File: config.mk
export PLATFORM = sky130hd
export DESIGN_NAME = branch_cond_eval
export DESIGN_NICKNAME = d
export VERILOG_FILES = /design/src/rtl/bce_pkg.sv /design/src/rtl/bce_cond.sv /design/src/rtl/bce_target.sv /design/src/rtl/bce_ccgrp.sv /design/src/rtl/branch_cond_eval.sv
export SDC_FILE = /design/constraint.sdc
export NUM_CORES = 1
export LEC_CHECK = 0
export CAP_MARGIN = 25
export CELL_PAD_IN_SITES_DETAIL_PLACEMENT = 1
export CELL_PAD_IN_SITES_GLOBAL_PLACEMENT = 1
export CORE_MARGIN = 2
export CORE_UTILIZATION = 46
export CTS_BUF_LIST = sky130_fd_sc_hd__clkbuf_16
export DETAILED_ROUTE_END_ITERATION = 12
export DONT_BUFFER_PORTS = 1
export PLACE_DENSITY = 0.8
export SLEW_MARGIN = 20
export SYNTH_ARGS = -nofsm -noshare
export SYNTH_HDL_FRONTEND = slang
export SYNTH_HIERARCHICAL = 1
export SYNTH_SLANG_ARGS = --single-unit
File: constraint.sdc
create_clock -name clk -period 2.3 [get_ports clk]
set_clock_uncertainty 0.1 [all_clocks]
set_input_delay 0 -clock clk [delete_from_list [all_inputs] [get_ports clk]]
set_output_delay 0 -clock clk [all_outputs]
set_load 0.01 [all_outputs]
File: src/rtl/bce_pkg.sv
package bce_pkg;

  localparam int INSN_W = 16;
  localparam int OFF_W  = 8;

  localparam int FLAG_C = 0;
  localparam int FLAG_V = 1;
  localparam int FLAG_Z = 2;
  localparam int FLAG_N = 3;

  localparam int PRI_LO = 5;
  localparam int PRI_HI = 7;

  // group prefixes of the non-branch words handled here
  localparam logic [10:0] CC_PREFIX  = 11'b000_0000_0101;
  localparam logic [12:0] PRI_PREFIX = 13'b0_0000_0001_0011;
  localparam logic [15:0] NOP_A      = 16'h00A0;
  localparam logic [15:0] NOP_B      = 16'h00B0;

  typedef struct packed {
    logic n;
    logic z;
    logic v;
    logic c;
  } flags_t;

endpackage

File: src/rtl/bce_cond.sv
module bce_cond
  import bce_pkg::*;
(
  input  logic [7:0] opc,
  input  flags_t     fl,
  output logic       is_branch,
  output logic       cond_true
);

  logic nxv;
  assign nxv = fl.n ^ fl.v;

  always_comb begin
    is_branch = 1'b1;
    cond_true = 1'b0;
    unique case (opc)
      8'h01: cond_true = 1'b1;
      8'h02: cond_true = ~fl.z;
      8'h03: cond_true = fl.z;
      8'h04: cond_true = ~nxv;
      8'h05: cond_true = nxv;
      8'h06: cond_true = ~(nxv | fl.z);
      8'h07: cond_true = nxv | fl.z;
      8'h80: cond_true = ~fl.n;
      8'h81: cond_true = fl.n;
      8'h82: cond_true = ~(fl.c | fl.z);
      8'h83: cond_true = fl.c | fl.z;
      8'h84: cond_true = ~fl.v;
      8'h85: cond_true = fl.v;
      8'h86: cond_true = ~fl.c;
      8'h87: cond_true = fl.c;
      default: is_branch = 1'b0;
    endcase
  end

endmodule

File: src/rtl/bce_target.sv
module bce_target #(
  parameter int ADDR_W = 16,
  parameter int OFF_W  = 8
) (
  input  logic [ADDR_W-1:0] pc_in,
  input  logic [OFF_W-1:0]  disp,
  input  logic              take,
  output logic [ADDR_W-1:0] dest
);

  localparam int EXT_W = ADDR_W - OFF_W - 1;

  logic [ADDR_W-1:0] disp_x2;
  assign disp_x2 = {{EXT_W{disp[OFF_W-1]}}, disp, 1'b0};
  assign dest    = take ? (pc_in + disp_x2) : pc_in;

endmodule

File: src/rtl/bce_ccgrp.sv
module bce_ccgrp
  import bce_pkg::*;
#(
  parameter int STAT_W = 16
) (
  input  logic [INSN_W-1:0] word,
  input  logic [STAT_W-1:0] st_in,
  output logic [STAT_W-1:0] st_out,
  output logic              upd,
  output logic              is_nop
);

  logic cc_grp, pri_grp;
  logic [3:0] flag_new;

  assign cc_grp  = (word[15:5] == CC_PREFIX);
  assign pri_grp = (word[15:3] == PRI_PREFIX);
  assign is_nop  = (word == NOP_A) || (word == NOP_B);
  assign upd     = cc_grp | pri_grp;

  // one slice per condition flag: selected flags take bit 4
  for (genvar i = 0; i < 4; i++) begin : g_flag
    assign flag_new[i] = (cc_grp && word[i]) ? word[4] : st_in[i];
  end

  always_comb begin
    st_out      = st_in;
    st_out[3:0] = flag_new;
    if (pri_grp) st_out[PRI_HI:PRI_LO] = word[2:0];
  end

endmodule

File: src/rtl/branch_cond_eval.sv
module branch_cond_eval
  import bce_pkg::*;
#(
  parameter int ADDR_W = 16,
  parameter int STAT_W = 16
) (
  input  logic              clk,
  input  logic              rst,
  input  logic [15:0]       insn,
  input  logic [STAT_W-1:0] status,
  input  logic [ADDR_W-1:0] next_pc,
  output logic              br_valid,
  output logic              br_taken,
  output logic [ADDR_W-1:0] br_target,
  output logic              nop_hit,
  output logic              stat_we,
  output logic [STAT_W-1:0] stat_next
);

  flags_t            fl;
  logic              is_br, cond_ok, take;
  logic [ADDR_W-1:0] dest;
  logic [STAT_W-1:0] st_upd;
  logic              upd, nop_c;

  assign fl = '{n: status[FLAG_N], z: status[FLAG_Z],
                v: status[FLAG_V], c: status[FLAG_C]};

  bce_cond u_cond (
    .opc       (insn[15:8]),
    .fl        (fl),
    .is_branch (is_br),
    .cond_true (cond_ok)
  );

  assign take = is_br & cond_ok;

  bce_target #(.ADDR_W(ADDR_W), .OFF_W(OFF_W)) u_tgt (
    .pc_in (next_pc),
    .disp  (insn[OFF_W-1:0]),
    .take  (take),
    .dest  (dest)
  );

  bce_ccgrp #(.STAT_W(STAT_W)) u_cc (
    .word   (insn),
    .st_in  (status),
    .st_out (st_upd),
    .upd    (upd),
    .is_nop (nop_c)
  );

  always_ff @(posedge clk) begin
    if (rst) begin
      br_valid  <= 1'b0;
      br_taken  <= 1'b0;
      br_target <= '0;
      nop_hit   <= 1'b0;
      stat_we   <= 1'b0;
      stat_next <= '0;
    end else begin
      br_valid  <= is_br;
      br_taken  <= take;
      br_target <= dest;
      nop_hit   <= nop_c;
      stat_we   <= upd;
      stat_next <= st_upd;
    end
  end

endmodule

==> metrics.txt, run 1 <==
# TYPE chip_impl_metric gauge
chip_impl_info{name="outcome",value="finished, final reports clean"} 1
chip_impl_metric{name="finalCoreUtilization",unit="%"} 61.5
chip_impl_metric{name="route.detailed.vias_per_inst",unit=""} 5.76
chip_impl_metric{name="placed_cells_incl_taps",unit=""} 290
chip_impl_metric{name="synth_fa_ha_area_share",unit="%"} 8.61
chip_impl_metric{name="drt.antenna.violating_nets",unit=""} 0
chip_impl_info{name="min-delay-path-class",value="in2reg"} 1
chip_impl_metric{name="seq_total_area_yosys",unit="%"} 31.8
chip_impl_metric{name="yosys_register_bits",unit=""} 36
chip_impl_info{name="origin_of_the_worst_setup_path",value="insn[14]"} 1
chip_impl_metric{name="critical_path_buf_inv_count",unit=""} 1
chip_impl_metric{name="track_usage",unit="%"} 28.1
chip_impl_metric{name="starting_density_of_the_core",unit="%"} 48.0
chip_impl_metric{name="synth_compound_area_share",unit="%"} 13.2
chip_impl_metric{name="synth_cells",unit=""} 238
chip_impl_metric{name="post-route-drc-count",unit=""} 0
chip_impl_metric{name="hold-path-cell-count",unit=""} 3
chip_impl_metric{name="ctsLongestPathBuffers",unit=""} 2
chip_impl_metric{name="core-area",unit="mm²"} 0.00472
chip_impl_metric{name="grt_max_degree",unit=""} 37
chip_impl_metric{name="die-width",unit="µm"} 74.2
chip_impl_metric{name="setup_viol",unit=""} 0
chip_impl_metric{name="cts_num_sinks",unit=""} 36
chip_impl_metric{name="synth.area.mux_share",unit="%"} 10.9
chip_impl_metric{name="syn2layout_area_growth",unit="%"} 28.1
chip_impl_info{name="critPathSlowestCell",value="sky130_fd_sc_hd__or4_1"} 1
chip_impl_info{name="hp-start",value="insn[8]"} 1
chip_impl_metric{name="xor_xnor_share_of_the_synthesized_area",unit="%"} 4.64
chip_impl_metric{name="routed_wire_length_per_instance",unit="µm"} 21.4
chip_impl_metric{name="worstPathMaxFanout",unit=""} 6
chip_impl_metric{name="final_hold_vio_count",unit=""} 0
chip_impl_info{name="synth_flop_cell",value="sky130_fd_sc_hd__dfxtp_1"} 1
chip_impl_metric{name="firstDrtPassIters",unit=""} 4
chip_impl_metric{name="cts.htree.levels",unit=""} 2
chip_impl_info{name="tritoncts",value="yes"} 1
chip_impl_metric{name="io_pins",unit=""} 86
chip_impl_metric{name="global_route_wire_length_before_repair",unit="mm"} 11.4
chip_impl_metric{name="timing.final.crit_share",unit="%"} 97.8
chip_impl_info{name="cpLargestDelayFamily",value="simple AND/OR/NAND/NOR gates"} 1
chip_impl_metric{name="globalplace.congestion",unit=""} 0.866
chip_impl_info{name="rsz0062_at_grt",value="false"} 1
chip_impl_metric{name="worst_ep_arrival_time",unit="ns"} 2.31
chip_impl_info{name="mostFrequentLayoutCell",value="sky130_fd_sc_hd__dlygate4sd3_1"} 1
chip_impl_info{name="synth_top_family_by_area",value="simple AND/OR/NAND/NOR gates"} 1
chip_impl_metric{name="worst_setup_slack_post_dpl",unit="ns"} 0.0820
chip_impl_metric{name="synthesis.nets",unit=""} 303
chip_impl_metric{name="drt_first_iter_violations",unit=""} 103
chip_impl_metric{name="path_clk_slew",unit="ns"} 0.06
chip_impl_metric{name="period_needed",unit="ns"} 2.25
chip_impl_metric{name="tritoncts.num_buffers",unit=""} 5
chip_impl_metric{name="fraction_of_final_layout_cells_with_drive_strength_greater_than_1",unit="%"} 15.4
chip_impl_info{name="cts-root-buf",value="sky130_fd_sc_hd__clkbuf_16"} 1
chip_impl_info{name="kind_of_end_point_of_the_critical_path",value="flop"} 1
chip_impl_metric{name="async_flop_share",unit="%"} 0
chip_impl_metric{name="max_freq",unit="MHz"} 445
chip_impl_info{name="critical_path.cell_chain",value="or4_1 -> or4_4 -> mux2_4 -> dlygate4sd3_1 -> nor2b_1"} 1
chip_impl_metric{name="layoutNonFillerInstCount",unit=""} 347
chip_impl_metric{name="critical-path-max-stage-delay",unit="ns"} 0.67
chip_impl_metric{name="timing.final.ws_setup",unit="ns"} 0.0515
chip_impl_metric{name="gr-total-overflow",unit=""} 0
chip_impl_metric{name="synth.distinct_cells",unit=""} 54
chip_impl_metric{name="fin_setup_tns",unit="ns"} 0
chip_impl_metric{name="worst_slew_margin_rel",unit="%"} 72.8
chip_impl_metric{name="hpwl",unit="mm"} 3.87
chip_impl_metric{name="timing_max_transition_violations_final",unit=""} 0
chip_impl_metric{name="post_synth_and_or_nand_nor_area_fraction",unit="%"} 24.4
chip_impl_info{name="mostFrequentLayoutCells",value="sky130_fd_sc_hd__dlygate4sd3_1, sky130_fd_sc_hd__dfxtp_1, sky130_fd_sc_hd__nor2b_1"} 1
chip_impl_metric{name="worst-slew-pin-transition",unit="ns"} 0.409
chip_impl_metric{name="final.hold.worst_slack",unit="ns"} 0.0435
chip_impl_metric{name="p_per_area",unit="mW/mm²"} 592
chip_impl_metric{name="buffer_ports.inserted",unit=""} 0
chip_impl_metric{name="rows",unit=""} 25
chip_impl_info{name="setup.worst_path.class",value="in2reg"} 1
chip_impl_info{name="hold-path-endpoint",value="br_taken"} 1
chip_impl_metric{name="drt_wl_total",unit="mm"} 7.43
chip_impl_metric{name="static-leakage-power",unit="nW"} 1.20
chip_impl_metric{name="ir_worst_vdd",unit="mV"} 0.317
chip_impl_metric{name="synth_edf_count",unit=""} 0
chip_impl_metric{name="avgSynthCellArea",unit="µm²"} 9.53
chip_impl_metric{name="vias_in_the_first_global_route",unit=""} 2208
chip_impl_metric{name="grt_antenna_before_repair",unit=""} 0
chip_impl_metric{name="max-cap-violations",unit=""} 0
chip_impl_metric{name="floorplan.die_area",unit="mm²"} 0.00551
chip_impl_metric{name="netlist_area",unit="mm²"} 0.00227
chip_impl_info{name="worstSetupStartpointType",value="primary input"} 1
chip_impl_metric{name="nNetsFinal",unit=""} 344
chip_impl_metric{name="yosysWarningCount",unit=""} 6
chip_impl_metric{name="num_vias",unit=""} 1997
chip_impl_metric{name="die_height",unit="µm"} 74.2
chip_impl_metric{name="crit_required",unit="ns"} 2.36
chip_impl_metric{name="antennaDiodeCount",unit=""} 0
chip_impl_metric{name="post_cts_buffers",unit=""} 0
==> layout make-up <==
class / instances / area [µm²]
inverter: 6 / 22.5
multi-input combinational: 180 / 1410
tap: 67 / 83.8
fill: 528 / 1820
clock inverter: 3 / 18.8
sequential: 36 / 721
clock buffer: 5 / 125
timing repair buffer: 50 / 520
==> sequential cells by signal, indices dropped and copies added, names as in the netlist <==
register   cells
br_taken       1
br_target     16
br_valid       1
nop_hit        1
stat_next     16
stat_we        1
==> per-stage QoR <==
stage,total power [mW],cell area [µm²]
finish,1.72,2900
global route,1.79,2900
CTS,1.70,2890
detailed placement,0.944,2250
global placement,0.935,2250
floorplan,0.921,2270
==> logic make-up (layout without fill, tap and decap cells) <==
group	count (synthesis)	after routing
compound gates	40	40
xor+xnor	12	12
fa+ha+maj	15	15
buf+inv	22	64
flops	36	36
mux	21	21
simple gates	92	92
==> where the power goes <==
part	leakage [nW]	switching, mW	total, mW	internal, mW
clock	0.0736	0.282	0.681	0.399
sequential	0.299	0.0276	0.683	0.655
combinational	0.828	0.173	0.357	0.184
==> layer usage <==
layer / track usage [%] / up-vias / share of wire, %
li1: - / 915 / -
met2: 50.9 / 94 / 52
met4: 14.5 / 0 / 3.3
met1: 30.3 / 967 / 40
met5: 0 / - / 0
met3: 6.37 / 21 / 5.4
==> how the worst max path moves through the flow <==
stage	to	slack, ns	depth (start not counted)
finish	stat_next[7]	0.05	5
global route	stat_next[7]	0.02	5
CTS	stat_next[5]	0.14	5
detailed placement	br_target[13]	0.08	11
global placement	br_target[13]	0.15	10
floorplan	br_target[10]	0.15	7
==> timing repair <==
item | CTS | global route
gates resized for setup | 0 | 2
hold endpoints to repair | 36 | 0
hold buffers | 49 | 0
endpoints found under the setup margin | 0 | 2
==> synthesized netlist by cell type (2+ instances only) <==
| master | number | area, µm² |
|---|---|---|
| sky130_fd_sc_hd__and2b_2 | 5 | 43.8 |
| sky130_fd_sc_hd__or4_1 | 2 | 15.0 |
| sky130_fd_sc_hd__buf_4 | 10 | 75.1 |
| sky130_fd_sc_hd__mux2_4 | 4 | 60.1 |
| sky130_fd_sc_hd__o21ai_0 | 2 | 10.0 |
| sky130_fd_sc_hd__xnor2_1 | 6 | 52.6 |
| sky130_fd_sc_hd__o21ai_1 | 5 | 25.0 |
| sky130_fd_sc_hd__nand2b_1 | 3 | 18.8 |
| sky130_fd_sc_hd__o22ai_1 | 2 | 12.5 |
| sky130_fd_sc_hd__dfxtp_1 | 36 | 721 |
| sky130_fd_sc_hd__inv_1 | 6 | 22.5 |
| sky130_fd_sc_hd__nor4_1 | 5 | 31.3 |
| sky130_fd_sc_hd__xor2_1 | 6 | 52.6 |
| sky130_fd_sc_hd__a31oi_1 | 2 | 12.5 |
| sky130_fd_sc_hd__nand4_1 | 2 | 12.5 |
| sky130_fd_sc_hd__buf_1 | 2 | 7.51 |
| sky130_fd_sc_hd__a21oi_2 | 2 | 17.5 |
| sky130_fd_sc_hd__nand3_1 | 4 | 20.0 |
| sky130_fd_sc_hd__nand2_1 | 13 | 48.8 |
| sky130_fd_sc_hd__ha_1 | 14 | 175 |
| sky130_fd_sc_hd__nor2b_1 | 34 | 213 |
| sky130_fd_sc_hd__nor2_1 | 11 | 41.3 |
| sky130_fd_sc_hd__a21o_1 | 5 | 37.5 |
| sky130_fd_sc_hd__mux2i_1 | 3 | 30.0 |
| sky130_fd_sc_hd__a21oi_1 | 10 | 50.1 |
| sky130_fd_sc_hd__mux2_2 | 13 | 146 |
| sky130_fd_sc_hd__buf_6 | 3 | 33.8 |
| sky130_fd_sc_hd__a221o_1 | 2 | 20.0 |
Power figures use the tool's default switching activity.
==> run 2: changes to the inputs <==
ABC_AREA = 1   (was unset)
CORE_UTILIZATION = 43   (was 46)
CTS_CLUSTER_DIAMETER = 60   (was unset)
PLACE_DENSITY = 0.82   (was 0.8)
==> metrics.txt, run 2 <==
# TYPE chip_impl_metric gauge
chip_impl_info{name="outcome",value="finished, final reports clean"} 1
chip_impl_info{name="netlist.top_cell.by_area",value="sky130_fd_sc_hd__dfxtp_1"} 1
chip_impl_metric{name="setup_viol",unit=""} 0
chip_impl_metric{name="drt_wl_total",unit="mm"} 10.6
chip_impl_metric{name="final_hold_vio_count",unit=""} 0
chip_impl_metric{name="max-cap-violations",unit=""} 0
chip_impl_info{name="kind_of_end_point_of_the_critical_path",value="flop"} 1
chip_impl_metric{name="routed_wire_length_per_instance",unit="µm"} 17.5
chip_impl_metric{name="layoutNonFillerInstCount",unit=""} 606
chip_impl_info{name="mostFrequentLayoutCell",value="sky130_fd_sc_hd__nand2_1"} 1
chip_impl_info{name="min-delay-path-class",value="in2reg"} 1
chip_impl_metric{name="ctsLongestPathBuffers",unit=""} 2
chip_impl_metric{name="synth_top_cell_area_share",unit="%"} 25.8
chip_impl_metric{name="critical-path-max-stage-delay",unit="ns"} 0.56
chip_impl_info{name="cts-root-buf",value="sky130_fd_sc_hd__clkbuf_16"} 1
chip_impl_metric{name="worst-slew-pin-transition",unit="ns"} 0.327
chip_impl_metric{name="yosysWarningCount",unit=""} 6
chip_impl_metric{name="post-route-drc-count",unit=""} 0
chip_impl_metric{name="tritoncts.num_buffers",unit=""} 5
chip_impl_metric{name="synthesis.nets",unit=""} 528
chip_impl_metric{name="worstPathMaxFanout",unit=""} 10
chip_impl_metric{name="nNetsFinal",unit=""} 592
chip_impl_metric{name="fin_area",unit="mm²"} 0.00368
chip_impl_metric{name="route.detailed.vias_per_inst",unit=""} 5.26
chip_impl_info{name="critPathSlowestCell",value="sky130_fd_sc_hd__dlygate4sd3_1"} 1
chip_impl_metric{name="period_needed",unit="ns"} 2.14
chip_impl_metric{name="ir_worst_vdd",unit="mV"} 0.456
chip_impl_info{name="tritoncts",value="yes"} 1
chip_impl_metric{name="netlist_area",unit="mm²"} 0.00280
chip_impl_metric{name="drt_first_iter_violations",unit=""} 151
chip_impl_metric{name="placed_cell_area",unit="mm²"} 0.00277
chip_impl_info{name="critical_path.cell_chain",value="dlygate4sd3_1 -> o21ai_0 -> nand2_1 -> inv_2 -> clkinvlp_4 -> nand2_1 -> o21ai_1 -> inv_1 -> nor2_1 -> dlygate4sd3_1"} 1
chip_impl_metric{name="clock_power_share",unit="%"} 40.4
chip_impl_metric{name="combPwrFrac",unit="%"} 24.1
chip_impl_metric{name="synth_cells",unit=""} 463
chip_impl_metric{name="wirelength_met1",unit="mm"} 4.33
chip_impl_metric{name="avgSynthCellArea",unit="µm²"} 6.04
chip_impl_metric{name="starting_density_of_the_core",unit="%"} 44.3
chip_impl_metric{name="hpwl",unit="mm"} 5.96
chip_impl_metric{name="power.internal",unit="mW"} 1.36
chip_impl_metric{name="power.net_switching",unit="mW"} 0.567
chip_impl_metric{name="max_freq",unit="MHz"} 468
chip_impl_info{name="worstSetupStartpointType",value="primary input"} 1
chip_impl_metric{name="timing.final.ws_setup",unit="ns"} 0.162
chip_impl_metric{name="gr-total-overflow",unit=""} 0
chip_impl_info{name="reg.largest.list",value="br_target (16), stat_next (16)"} 1
chip_impl_metric{name="die-width",unit="µm"} 84.7
chip_impl_metric{name="cts_num_sinks",unit=""} 36
chip_impl_metric{name="p_total",unit="mW"} 1.93
chip_impl_info{name="synth.cells.most_frequent",value="sky130_fd_sc_hd__nand2_1, sky130_fd_sc_hd__inv_1, sky130_fd_sc_hd__nor2_1"} 1
chip_impl_metric{name="placed_cells_incl_taps",unit=""} 524
chip_impl_metric{name="seq_total_area_yosys",unit="%"} 25.8
chip_impl_metric{name="multiInputGateArea",unit="mm²"} 0.00158
chip_impl_info{name="yosys-top-cells-area",value="sky130_fd_sc_hd__dfxtp_1, sky130_fd_sc_hd__nand2_1, sky130_fd_sc_hd__inv_1"} 1
chip_impl_metric{name="path_clk_slew",unit="ns"} 0.06
chip_impl_metric{name="worst_ep_arrival_time",unit="ns"} 2.21
chip_impl_info{name="synth_flop_cell",value="sky130_fd_sc_hd__dfxtp_1"} 1
chip_impl_metric{name="num_vias",unit=""} 3188
chip_impl_metric{name="switching_part_of_the_total",unit="%"} 29.4
chip_impl_metric{name="floorplan.die_area",unit="mm²"} 0.00717
chip_impl_metric{name="sequentialPowerShare",unit="%"} 35.4
chip_impl_metric{name="fraction_of_final_layout_cells_with_drive_strength_greater_than_1",unit="%"} 9.85
chip_impl_metric{name="cts.htree.levels",unit=""} 2
chip_impl_metric{name="async_flop_share",unit="%"} 0
chip_impl_metric{name="seqCellArea",unit="µm²"} 721
chip_impl_metric{name="dr_wl_met3",unit="µm"} 612
chip_impl_info{name="rsz0062_at_grt",value="false"} 1
chip_impl_metric{name="track_usage",unit="%"} 28.2
chip_impl_metric{name="worst_setup_slack_post_dpl",unit="ns"} 0.538
chip_impl_metric{name="drt.antenna.violating_nets",unit=""} 0
chip_impl_metric{name="timing.final.crit_share",unit="%"} 93.0
chip_impl_metric{name="rows",unit=""} 29
chip_impl_metric{name="timing_max_transition_violations_final",unit=""} 0
chip_impl_metric{name="crit_required",unit="ns"} 2.37
chip_impl_metric{name="p_per_area",unit="mW/mm²"} 525
chip_impl_metric{name="fin_setup_tns",unit="ns"} 0
chip_impl_info{name="setup.worst_path.class",value="in2reg"} 1
chip_impl_metric{name="grt_max_degree",unit=""} 37
chip_impl_info{name="yosys.cell_count.top_type",value="sky130_fd_sc_hd__nand2_1"} 1
chip_impl_info{name="mostFrequentLayoutCells",value="sky130_fd_sc_hd__nand2_1, sky130_fd_sc_hd__inv_1, sky130_fd_sc_hd__dlygate4sd3_1"} 1
chip_impl_metric{name="die_height",unit="µm"} 84.7
chip_impl_metric{name="io_pins",unit=""} 86
chip_impl_metric{name="layout.filler_cells",unit=""} 866
chip_impl_info{name="top_routing_layer_in_use",value="met4"} 1
chip_impl_metric{name="global_route_wire_length_before_repair",unit="mm"} 16.1
chip_impl_metric{name="grt_antenna_before_repair",unit=""} 1
chip_impl_metric{name="synth.distinct_cells",unit=""} 28
chip_impl_metric{name="vias_in_the_first_global_route",unit=""} 3316
chip_impl_metric{name="core-area",unit="mm²"} 0.00631
chip_impl_metric{name="globalplace.congestion",unit=""} 0.828
chip_impl_metric{name="buffer_ports.inserted",unit=""} 0
chip_impl_metric{name="firstDrtPassIters",unit=""} 4
chip_impl_metric{name="met2RoutedLength",unit="mm"} 5.32
chip_impl_metric{name="static-leakage-power",unit="nW"} 2.03
chip_impl_metric{name="syn2layout_area_growth",unit="%"} 31.4
chip_impl_metric{name="worst_slew_margin_rel",unit="%"} 78.1
chip_impl_metric{name="synth_edf_count",unit=""} 0
chip_impl_metric{name="yosys_register_bits",unit=""} 36
## run 2: cell types whose count changed after synthesis, sizes merged, moves of 6 or more
cell,before,now
o21ai,7,13
nor2,11,75
nand3,4,37
nor2b,34,0
mux2,18,0
nand2,13,145
inv,6,98
## run 2: cell type report
class	instances	area share, %
Multi-Input combinational cell	312	43.1
Tap cell	77	2.62
Clock inverter	3	1.16
Inverter	98	10.1
Antenna cell	1	0.0681
Sequential cell	36	19.6
Clock buffer	5	3.40
Timing Repair Buffer	73	19.7
Timing Repair inverter	1	0.204
## run 2: routing by layer
metal | vias up | track usage, %
met2 | 119 | 51.3
met1 | 1529 | 31.9
met4 | 0 | 12.0
met5 | - | 0
li1 | 1509 | -
met3 | 31 | 5.51
## run 2: repair_timing
item / in CTS / in global routing
setup buffers: 0 / 5
endpoints found under the hold margin: 36 / 0
setup endpoints to repair: 0 / 12
hold buffers: 69 / 0
resized for setup: 0 / 7
## run 2: power by group through the flow
stage               Combinational (mW)  Sequential (mW)  Clock [mW]
global route                     0.516            0.686       0.814
global placement                 0.310            0.696           0
detailed placement               0.323            0.697           0
floorplan                        0.289            0.692           0
finish                           0.466            0.683       0.781
CTS                              0.430            0.683       0.796
## run 2: critical path, delay by kind of cell
family	cells	cell delay [ns]
AOI/OAI and AO/OA	2	0.30
buffers and inverters	5	1.59
and+or+nand+nor	3	0.32
## run 2: kinds of logic (layout without fill, tap and decap cells)
family,Yosys count,in the layout,synth area share [%]
xor gates and xnor gates,5,5,1.57
AOI/OAI and AO/OA,22,22,4.03
other,0,1,0
and+or+nand+nor,270,270,43.7
adders and majority gates,15,15,6.98
DFF,36,36,25.8
buffers and inverters,115,180,18.0
## run 2: worst paths after layout
path / from / endpoint / cells after the start
worst max-delay path: insn[11] / br_target[6] / 10
worst min-delay path: insn[11] / stat_next[6] / 7
## run 2: per-stage QoR
stage,utilization [%],hold WS (ns)
after detailed placement,43.8,-0.0262
after floorplan,-,0.0949
final,58.2,0.0447
after global routing,58.2,0.0973
after CTS,57.6,0.00373
after global placement,43.8,-0.0277
